===== src/rtl/irq_regwin_pkg.sv =====
// Shared constants and types for the indirect register window.
// Assumes an 8-bit direct offset and an 8-bit select index.
package irq_regwin_pkg;

    // Direct offsets on the register bus
    localparam logic [7:0] OFS_SELECT = 8'h00;
    localparam logic [7:0] OFS_WINDOW = 8'h10;
    localparam logic [7:0] OFS_EOI    = 8'h40;

    // Window indices
    localparam logic [7:0] IDX_IDENT   = 8'h00;
    localparam logic [7:0] IDX_VERSION = 8'h01;
    localparam logic [7:0] IDX_ARBIT   = 8'h02;
    localparam logic [7:0] IDX_TABLE0  = 8'h10;

    // Identifier field position
    localparam int ID_LSB = 24;
    localparam int ID_W   = 4;

    // Lower-half field positions
    localparam int BIT_DSTAT = 12;
    localparam int BIT_RIRR  = 14;
    localparam int BIT_MASK  = 16;
    localparam int DEST_LSB  = 24;   // destination inside the upper half
    localparam int DEST_W    = 8;

    localparam logic [31:0] LO_RESET = 32'(1) << BIT_MASK;

    // What the current select index points at
    typedef enum logic [2:0] {
        WK_NONE,
        WK_IDENT,
        WK_VERSION,
        WK_ARBIT,
        WK_ENTRY
    } win_kind_e;

endpackage


===== src/rtl/irq_regwin_decode.sv =====
// Address and index decoder.
// Classifies the direct offset of a request and the register named by the
// select index. Purely combinational; assumes NUM_PINS <= 120.
module irq_regwin_decode
    import irq_regwin_pkg::*;
#(
    parameter int NUM_PINS = 24,
    parameter bit EOI_EN   = 1'b1,
    localparam int IDX_W   = (NUM_PINS > 1) ? $clog2(NUM_PINS) : 1
) (
    input  logic [7:0]       addr,
    input  logic [7:0]       sel,
    output logic             hit_sel,
    output logic             hit_win,
    output logic             hit_eoi,
    output win_kind_e        kind,
    output logic [IDX_W-1:0] entry_idx,
    output logic             entry_hi
);

    localparam logic [7:0] PIN_CNT8 = 8'(NUM_PINS);

    logic [7:0] rel;
    logic [6:0] num;

    // Direct-offset match
    always_comb begin
        hit_sel = (addr == OFS_SELECT);
        hit_win = (addr == OFS_WINDOW);
        hit_eoi = EOI_EN && (addr == OFS_EOI);
    end

    // Index classification and entry number
    always_comb begin
        rel       = sel - IDX_TABLE0;
        num       = rel[7:1];
        entry_hi  = rel[0];
        entry_idx = num[IDX_W-1:0];
        if (sel == IDX_IDENT)
            kind = WK_IDENT;
        else if (sel == IDX_VERSION)
            kind = WK_VERSION;
        else if (sel == IDX_ARBIT)
            kind = WK_ARBIT;
        else if (sel >= IDX_TABLE0 && {1'b0, num} < PIN_CNT8)
            kind = WK_ENTRY;
        else
            kind = WK_NONE;
    end

endmodule


===== src/rtl/irq_regwin_entry.sv =====
// One redirection-table entry.
// Holds the 32-bit lower half and the 8-bit destination. Software writes
// keep remote IRR and zero delivery status; trigger strobes own remote IRR.
module irq_regwin_entry
    import irq_regwin_pkg::*;
(
    input  logic        clk,
    input  logic        rst_n,
    input  logic        wr_lo,
    input  logic        wr_hi,
    input  logic [31:0] wdata,
    input  logic        rirr_set,
    input  logic        rirr_clr,
    output logic [31:0] lo_word,
    output logic [31:0] hi_word
);

    localparam logic [31:0] KEEP_MASK = 32'(1) << BIT_RIRR;
    localparam logic [31:0] ZERO_MASK = 32'(1) << BIT_DSTAT;

    logic [31:0]       lo_q, lo_n;
    logic [DEST_W-1:0] dest_q;

    // Next lower half: software field rules, then trigger strobes
    always_comb begin
        lo_n = lo_q;
        if (wr_lo)
            lo_n = (wdata & ~(KEEP_MASK | ZERO_MASK)) | (lo_q & KEEP_MASK);
        if (rirr_set)
            lo_n[BIT_RIRR] = 1'b1;
        else if (rirr_clr)
            lo_n[BIT_RIRR] = 1'b0;
    end

    // Entry storage
    always_ff @(posedge clk) begin
        if (!rst_n) begin
            lo_q   <= LO_RESET;
            dest_q <= '0;
        end else begin
            lo_q <= lo_n;
            if (wr_hi)
                dest_q <= wdata[DEST_LSB +: DEST_W];
        end
    end

    // Read views
    always_comb begin
        lo_word = lo_q;
        hi_word = {dest_q, 24'h0};
    end

endmodule


===== src/rtl/irq_regwin_readmux.sv =====
// Read-data selector.
// Picks the value a read returns from the decoded target. Unmapped offsets
// and unimplemented indices give zero.
module irq_regwin_readmux
    import irq_regwin_pkg::*;
#(
    parameter int          NUM_PINS     = 24,
    parameter logic [7:0]  VERSION_CODE = 8'h20,
    localparam int         IDX_W        = (NUM_PINS > 1) ? $clog2(NUM_PINS) : 1
) (
    input  logic                         hit_sel,
    input  logic                         hit_win,
    input  win_kind_e                    kind,
    input  logic [IDX_W-1:0]             entry_idx,
    input  logic                         entry_hi,
    input  logic [7:0]                   sel,
    input  logic [ID_W-1:0]              ident,
    input  logic [NUM_PINS-1:0][31:0]    lo_words,
    input  logic [NUM_PINS-1:0][31:0]    hi_words,
    output logic [31:0]                  rdata
);

    localparam logic [31:0] VERSION_WORD = {8'h00, 8'(NUM_PINS - 1), 8'h00, VERSION_CODE};

    logic [31:0] entry_word;

    // Entry half selection by index match
    always_comb begin
        entry_word = '0;
        for (int p = 0; p < NUM_PINS; p++) begin
            if (entry_idx == IDX_W'(p))
                entry_word = entry_hi ? hi_words[p] : lo_words[p];
        end
    end

    // Final read value
    always_comb begin
        rdata = '0;
        if (hit_sel) begin
            rdata = {24'h0, sel};
        end else if (hit_win) begin
            case (kind)
                WK_IDENT, WK_ARBIT: rdata = 32'(ident) << ID_LSB;
                WK_VERSION:         rdata = VERSION_WORD;
                WK_ENTRY:           rdata = entry_word;
                default:            rdata = '0;
            endcase
        end
    end

endmodule


===== src/rtl/irq_regwin.sv =====
// Indirect interrupt-controller register window (top).
// Single-cycle register bus with one-cycle read latency; holds the select
// index, identifier and redirection table, and forwards end-of-interrupt
// writes as a pulse. Assumes requests never stall.
module irq_regwin
    import irq_regwin_pkg::*;
#(
    parameter int         NUM_PINS     = 24,
    parameter logic [7:0] VERSION_CODE = 8'h20
) (
    input  logic                clk,
    input  logic                rst_n,
    input  logic                req_valid,
    input  logic                req_write,
    input  logic [7:0]          req_addr,
    input  logic [31:0]         req_wdata,
    output logic [31:0]         rsp_rdata,
    input  logic [NUM_PINS-1:0] rirr_set,
    input  logic [NUM_PINS-1:0] rirr_clr,
    output logic                eoi_valid,
    output logic [7:0]          eoi_vector
);

    localparam int IDX_W  = (NUM_PINS > 1) ? $clog2(NUM_PINS) : 1;
    localparam bit EOI_EN = (VERSION_CODE >= 8'h20);

    logic [7:0]             sel_q;
    logic [ID_W-1:0]        ident_q;
    logic [31:0]            rdata_q;
    logic                   hit_sel, hit_win, hit_eoi;
    win_kind_e              kind;
    logic [IDX_W-1:0]       entry_idx;
    logic                   entry_hi;
    logic                   wr_any, rd_any, win_wr;
    logic [NUM_PINS-1:0][31:0] lo_words, hi_words;
    logic [31:0]            rd_value;

    irq_regwin_decode #(.NUM_PINS(NUM_PINS), .EOI_EN(EOI_EN)) dec_i (
        .addr      (req_addr),
        .sel       (sel_q),
        .hit_sel   (hit_sel),
        .hit_win   (hit_win),
        .hit_eoi   (hit_eoi),
        .kind      (kind),
        .entry_idx (entry_idx),
        .entry_hi  (entry_hi)
    );

    // Request qualification
    always_comb begin
        wr_any = req_valid && req_write;
        rd_any = req_valid && !req_write;
        win_wr = wr_any && hit_win;
    end

    // Select index and identifier registers
    always_ff @(posedge clk) begin
        if (!rst_n) begin
            sel_q   <= '0;
            ident_q <= '0;
        end else begin
            if (wr_any && hit_sel)
                sel_q <= req_wdata[7:0];
            if (win_wr && kind == WK_IDENT)
                ident_q <= req_wdata[ID_LSB +: ID_W];
        end
    end

    // Redirection table, one entry per pin
    for (genvar p = 0; p < NUM_PINS; p++) begin : g_entry
        logic hit_p;
        assign hit_p = win_wr && (kind == WK_ENTRY) && (entry_idx == IDX_W'(p));
        irq_regwin_entry ent_i (
            .clk      (clk),
            .rst_n    (rst_n),
            .wr_lo    (hit_p && !entry_hi),
            .wr_hi    (hit_p && entry_hi),
            .wdata    (req_wdata),
            .rirr_set (rirr_set[p]),
            .rirr_clr (rirr_clr[p]),
            .lo_word  (lo_words[p]),
            .hi_word  (hi_words[p])
        );
    end

    irq_regwin_readmux #(.NUM_PINS(NUM_PINS), .VERSION_CODE(VERSION_CODE)) mux_i (
        .hit_sel   (hit_sel),
        .hit_win   (hit_win),
        .kind      (kind),
        .entry_idx (entry_idx),
        .entry_hi  (entry_hi),
        .sel       (sel_q),
        .ident     (ident_q),
        .lo_words  (lo_words),
        .hi_words  (hi_words),
        .rdata     (rd_value)
    );

    // Registered read data, held between reads
    always_ff @(posedge clk) begin
        if (!rst_n)
            rdata_q <= '0;
        else if (rd_any)
            rdata_q <= rd_value;
    end

    assign rsp_rdata = rdata_q;

    // End-of-interrupt forwarding, present only for newer version codes
    if (EOI_EN) begin : g_eoi
        logic       eoi_q;
        logic [7:0] vec_q;
        always_ff @(posedge clk) begin
            if (!rst_n) begin
                eoi_q <= 1'b0;
                vec_q <= '0;
            end else begin
                eoi_q <= wr_any && hit_eoi;
                if (wr_any && hit_eoi)
                    vec_q <= req_wdata[7:0];
            end
        end
        assign eoi_valid  = eoi_q;
        assign eoi_vector = vec_q;
    end else begin : g_no_eoi
        assign eoi_valid  = 1'b0;
        assign eoi_vector = 8'h00;
    end

endmodule


===== config.mk =====
export PLATFORM = sky130hd
export DESIGN_NAME = irq_regwin
export DESIGN_NICKNAME = d
export VERILOG_FILES = /design/src/rtl/irq_regwin_pkg.sv /design/src/rtl/irq_regwin_decode.sv /design/src/rtl/irq_regwin_entry.sv /design/src/rtl/irq_regwin_readmux.sv /design/src/rtl/irq_regwin.sv
export SDC_FILE = /design/constraint.sdc
export NUM_CORES = 2
export LEC_CHECK = 0
export BUFFER_PORTS_ARGS = -buffer_cell sky130_fd_sc_hd__buf_4
export CORE_UTILIZATION = 45
export CTS_CLUSTER_SIZE = 16
export DETAILED_ROUTE_END_ITERATION = 8
export SLEW_MARGIN = 20
export SYNTH_ARGS = -nofsm -noshare
export SYNTH_HDL_FRONTEND = slang
export SYNTH_SLANG_ARGS = --single-unit

===== constraint.sdc =====
create_clock -name clk -period 2.75 [get_ports clk]
set_input_delay 0.1375 -clock clk [delete_from_list [all_inputs] [get_ports clk]]
set_output_delay 0.1375 -clock clk [all_outputs]
set_load 0.03 [all_outputs]

==> impl_summary.log <==
[metrics] instance area at placement: ~0.048 mm²
[metrics] Max Slew Vio Count: 0
[metrics] remaining number of nets flagged by the antenna check after routing: 0
[metrics] Synthesized Nets: roughly 5,800
[metrics] overflow left after global routing: 0
[metrics] Worst setup endpoint: rsp_rdata[26]
[metrics] type of element capturing the critical path: flop
[metrics] number of antenna diodes: 0
[metrics] crit-path most repeated cell: buf_4
[metrics] later-pin clock latency in the skew report: 0.70 ns
[metrics] max_slew headroom: between 40% and 50%
[metrics] clock slew seen by the registers of the worst setup and hold paths: approximately 0.06 ns
[metrics] post-synthesis to final-layout area growth: 22.32%
[metrics] post-synthesis instance area: 0.04349 mm²
[metrics] last weighted congestion value of the routability-driven placer: roughly 0.92
[metrics] maximum count of clock buffers along a single path: 3
[metrics] time the final worst path needs with I/O delays and setup: ~2.8 ns
[metrics] violations in the final reports: negative setup slack
[metrics] fraction of synthesized cell area taken by the top area cell type: between 40% and 50%
[metrics] final cell count without fillers: between 7,000 and 8,000
[metrics] top post-synthesis cells by area: dfxtp_1, nand2_1, a21oi_1
[metrics] mean routed wirelength per cell: 21.43 µm
[metrics] sequential element share of the synthesized area: a little under half
[metrics] number of hold-slack violations in the final timing report: 0
[metrics] clock sink total: a little under 1,000
[metrics] type of the worst min-delay path: input pin to flop
[metrics] DP Cell Count: 6,999
[metrics] Seq cells post-synth: 988
[metrics] largest net degree at the start of global routing: ~130
[metrics] number of buffers created by CTS: 104
[metrics] worst r2r src: sel_q[4]
[metrics] clock tree from TritonCTS: built
[metrics] Reg2Reg Setup Slack: -0.05 ns
[metrics] RSZ-0062 raised after global routing: yes
[metrics] via count of the first global-routing pass: a little under 40,000
[metrics] Worst setup SP type: flop
[metrics] Port-buffer cells: between 100 and 150
[metrics] buffer cell driving the clock tree root: clkbuf_16
[metrics] initial antenna violation count: 1
[metrics] final clock skew: 0.02549 ns
[metrics] height of the die: roughly 310 µm
[metrics] Avg Inst Size Synth: 7.601 µm²
[metrics] required time at the worst-slack endpoint: about 3.3 ns
[metrics] Async SR Flop Fraction: 0%
[metrics] Starting Density: between 40% and 50%
[metrics] final cycle utilization of the critical path: 101.7%
[metrics] result of the run: finished with violations
[metrics] transition at the pin with the smallest max-transition slack: around 0.78 ns
[metrics] number of levels in the clock H-tree: 3
[metrics] Overall Global Routing Usage: between 30% and 40%
[metrics] logic depth of the worst setup path including buffers: 11
[metrics] number of buffers and inverters on the critical path: 3
[metrics] count of final setup violators: 4
[metrics] timing-limited maximum frequency: around 360 MHz
[metrics] Leak: 17.85 nW
[metrics] count of standard-cell rows: 113
[metrics] capture point of the worst reg-to-reg path: rsp_rdata[26]
[metrics] register area: ~0.020 mm²
[metrics] initial DRC count: 4,633
[metrics] global-route wire length before repair: 237,700 µm
[metrics] origin of the worst setup path: sel_q[4]
[metrics] library cell occupying the most area in the post-synthesis netlist: dfxtp_1
[metrics] count of yosys warnings during synthesis: 0
[metrics] peak per-stage delay on the critical path: 0.33 ns
[metrics] DRC violation count after routing: 0
[metrics] Core Footprint: approximately 0.095 mm²
[metrics] kind of critical path: flop to flop
[metrics] Critical Path AT: 3.38 ns
[metrics] Yosys cell types: 84
[metrics] PD cells: approximately 570 mW/mm²
[metrics] count of fill cells added during filler insertion: 8,888
[metrics] Pre-antenna DRT Iters: 8
[metrics] library cell contributing the largest single delay on the critical path: dfxtp_2
[metrics] PnR worst setup slack: -0.04721 ns
[metrics] area of the die: 0.09789 mm²
[metrics] maximum ir drop on the vdd rail: a little under 0.5 mV
[metrics] half-perimeter wire length after placement: roughly 100,000 µm
[metrics] synthesized instance count: about 5,700
[metrics] Post-synth top flop: dfxtp_1
[metrics] leading cell type in the layout, fill and taps excluded: nand2_1
[metrics] via count: 42,210
[metrics] cells traversed along the worst timing path: inv_2 > ha_4 > buf_4 > and3b_1 > nand2_1 > o21ai_1 > nor4_1 > buf_4 > o2111ai_1 > o211ai_1 > a21oi_1
[metrics] width of the die: approximately 310 µm
[metrics] worst hold slack after final layout: between 0.04 and 0.05 ns
[metrics] drt via density: about 5.8
[metrics] # IOs: ~130
[metrics] Crit path max-delay family: compound AO/OA/AOI/OAI gates
[metrics] wirelength, routed: between 150,000 and 200,000 µm
[metrics] area taken by multi-input logic gates: 0.02191 mm²
[metrics] number of violations of the max-capacitance limit: 0
[metrics] worst-path fanout max: 11
[metrics] startpoint of the most critical hold path: req_addr[4]
[metrics] worst-case reg-to-reg path depth: 11
[metrics] number of enable flip-flop cells after synthesis: 0
[metrics] net count reported at finish: around 6,000
[metrics] ratio of cells with drive above 1 in the final layout: between 10% and 20%
[metrics] most frequent cells in the layout: nand2_1, a21oi_1, dfxtp_1
[metrics] post-layout instance area: roughly 0.053 mm²
-- where the power goes --
group	total (W)	switching, W	internal, W
Sequential	0.0144	0.0000294	0.0143
Clock	0.0148	0.00609	0.00875
Combinational	0.000952	0.000674	0.000278
Total	0.0302	0.00679	0.0234
-- what timing repair did --
action / 4_1_cts / 5_1_grt
gates cloned: 1 / 2
hold endpoints to repair: 645 / 0
buffers inserted: 2 / 15
hold buffers: 80 / 0
pin swaps: 6 / 46
gates resized for setup: 48 / 97
endpoints found under the setup margin: 145 / 705
-- through the flow --
stage | utilization, % | total power, W | setup TNS [ns] | worst slack [ns]
floorplan | - | 0.01511 | 0 | 0.004559
global placement | 50.32 | 0.01551 | -6.450 | -0.2986
detailed placement | 50.32 | 0.01551 | -10.31 | -0.3875
CTS | 55.19 | 0.03029 | -0.007012 | -0.007012
global route | 55.82 | 0.03091 | -0.6625 | -0.1108
finish | 55.82 | 0.03015 | -0.07799 | -0.04721
-- cell families after synthesis --
| group | Yosys count | synth area share, % |
|---|---|---|
| AOI/OAI and AO/OA | 1584 | 21.78 |
| muxes | 209 | 5.003 |
| and+or+nand+nor | 2375 | 22.13 |
| other | 1 | 0.008623 |
| DFF | 988 | 45.48 |
| adders and majority gates | 2 | 0.05753 |
| buffers and inverters | 562 | 5.533 |
-- synthesized netlist by cell type (all sizes together) (12+ instances only) --
| cell type | count |
|---|---|
| o21ai | 83 |
| nor4 | 12 |
| nand4 | 26 |
| nor2b | 31 |
| clkbuf | 319 |
| a21oi | 1045 |
| mux2 | 27 |
| a21o | 24 |
| a31oi | 14 |
| nand2 | 1991 |
| a22oi | 72 |
| nor2 | 163 |
| nor3 | 20 |
| o31ai | 18 |
| nand3 | 49 |
| o22ai | 30 |
| buf | 208 |
| mux2i | 178 |
| a222oi | 17 |
| a211oi | 20 |
| dfxtp | 988 |
| a2111oi | 13 |
| o221ai | 18 |
| a221o | 48 |
| and2 | 22 |
| and3 | 18 |
| inv | 34 |
| a221oi | 91 |
| o211ai | 22 |
-- worst register-to-register path: cells and delay by family (launching register included) --
family	cells	cell delay (ns)
flops	1	0.33
fa+ha+maj	1	0.32
compound gates	4	0.79
simple gates	3	0.76
buf+inv	3	0.46
-- sequential cells by signal, indices dropped and copies added, names as in the netlist --
name	count
g_entry.ent_i.dest_q	192
ident_q	4
eoi_vector	8
rsp_rdata	31
eoi_valid	1
g_entry.ent_i.lo_word	744
sel_q	8
-- per-layer routing --
layer,up-vias,GRT usage (%),wire length [µm]
met2,1675,48.44,70800
li1,19950,-,-
met3,306,4.076,11660
met4,2,10.25,5309
met5,-,0,11
met1,20280,43.40,68530
-- how the worst min path moves through the flow --
stage	depth (start not counted)	end	slack [ns]
after floorplan	2	g_entry[0].ent_i.lo_word[14]	0.25
after global placement	3	g_entry[0].ent_i.lo_word[14]	0.34
after detailed placement	3	g_entry[16].ent_i.lo_word[14]	0.35
after CTS	5	rsp_rdata[5]	0.01
after global routing	5	rsp_rdata[5]	0.08
final	5	rsp_rdata[5]	0.04
-- final cells by class --
cell class / count / share of cell area [%]
Inverter: 35 / 0.2658
Clock buffer: 159 / 6.000
Clock inverter: 37 / 0.8420
Sequential cell: 988 / 37.20
Timing Repair Buffer: 638 / 11.52
Multi-Input combinational cell: 4171 / 41.20
Tap cell: 1265 / 2.975
Power figures use the tool's default switching activity.
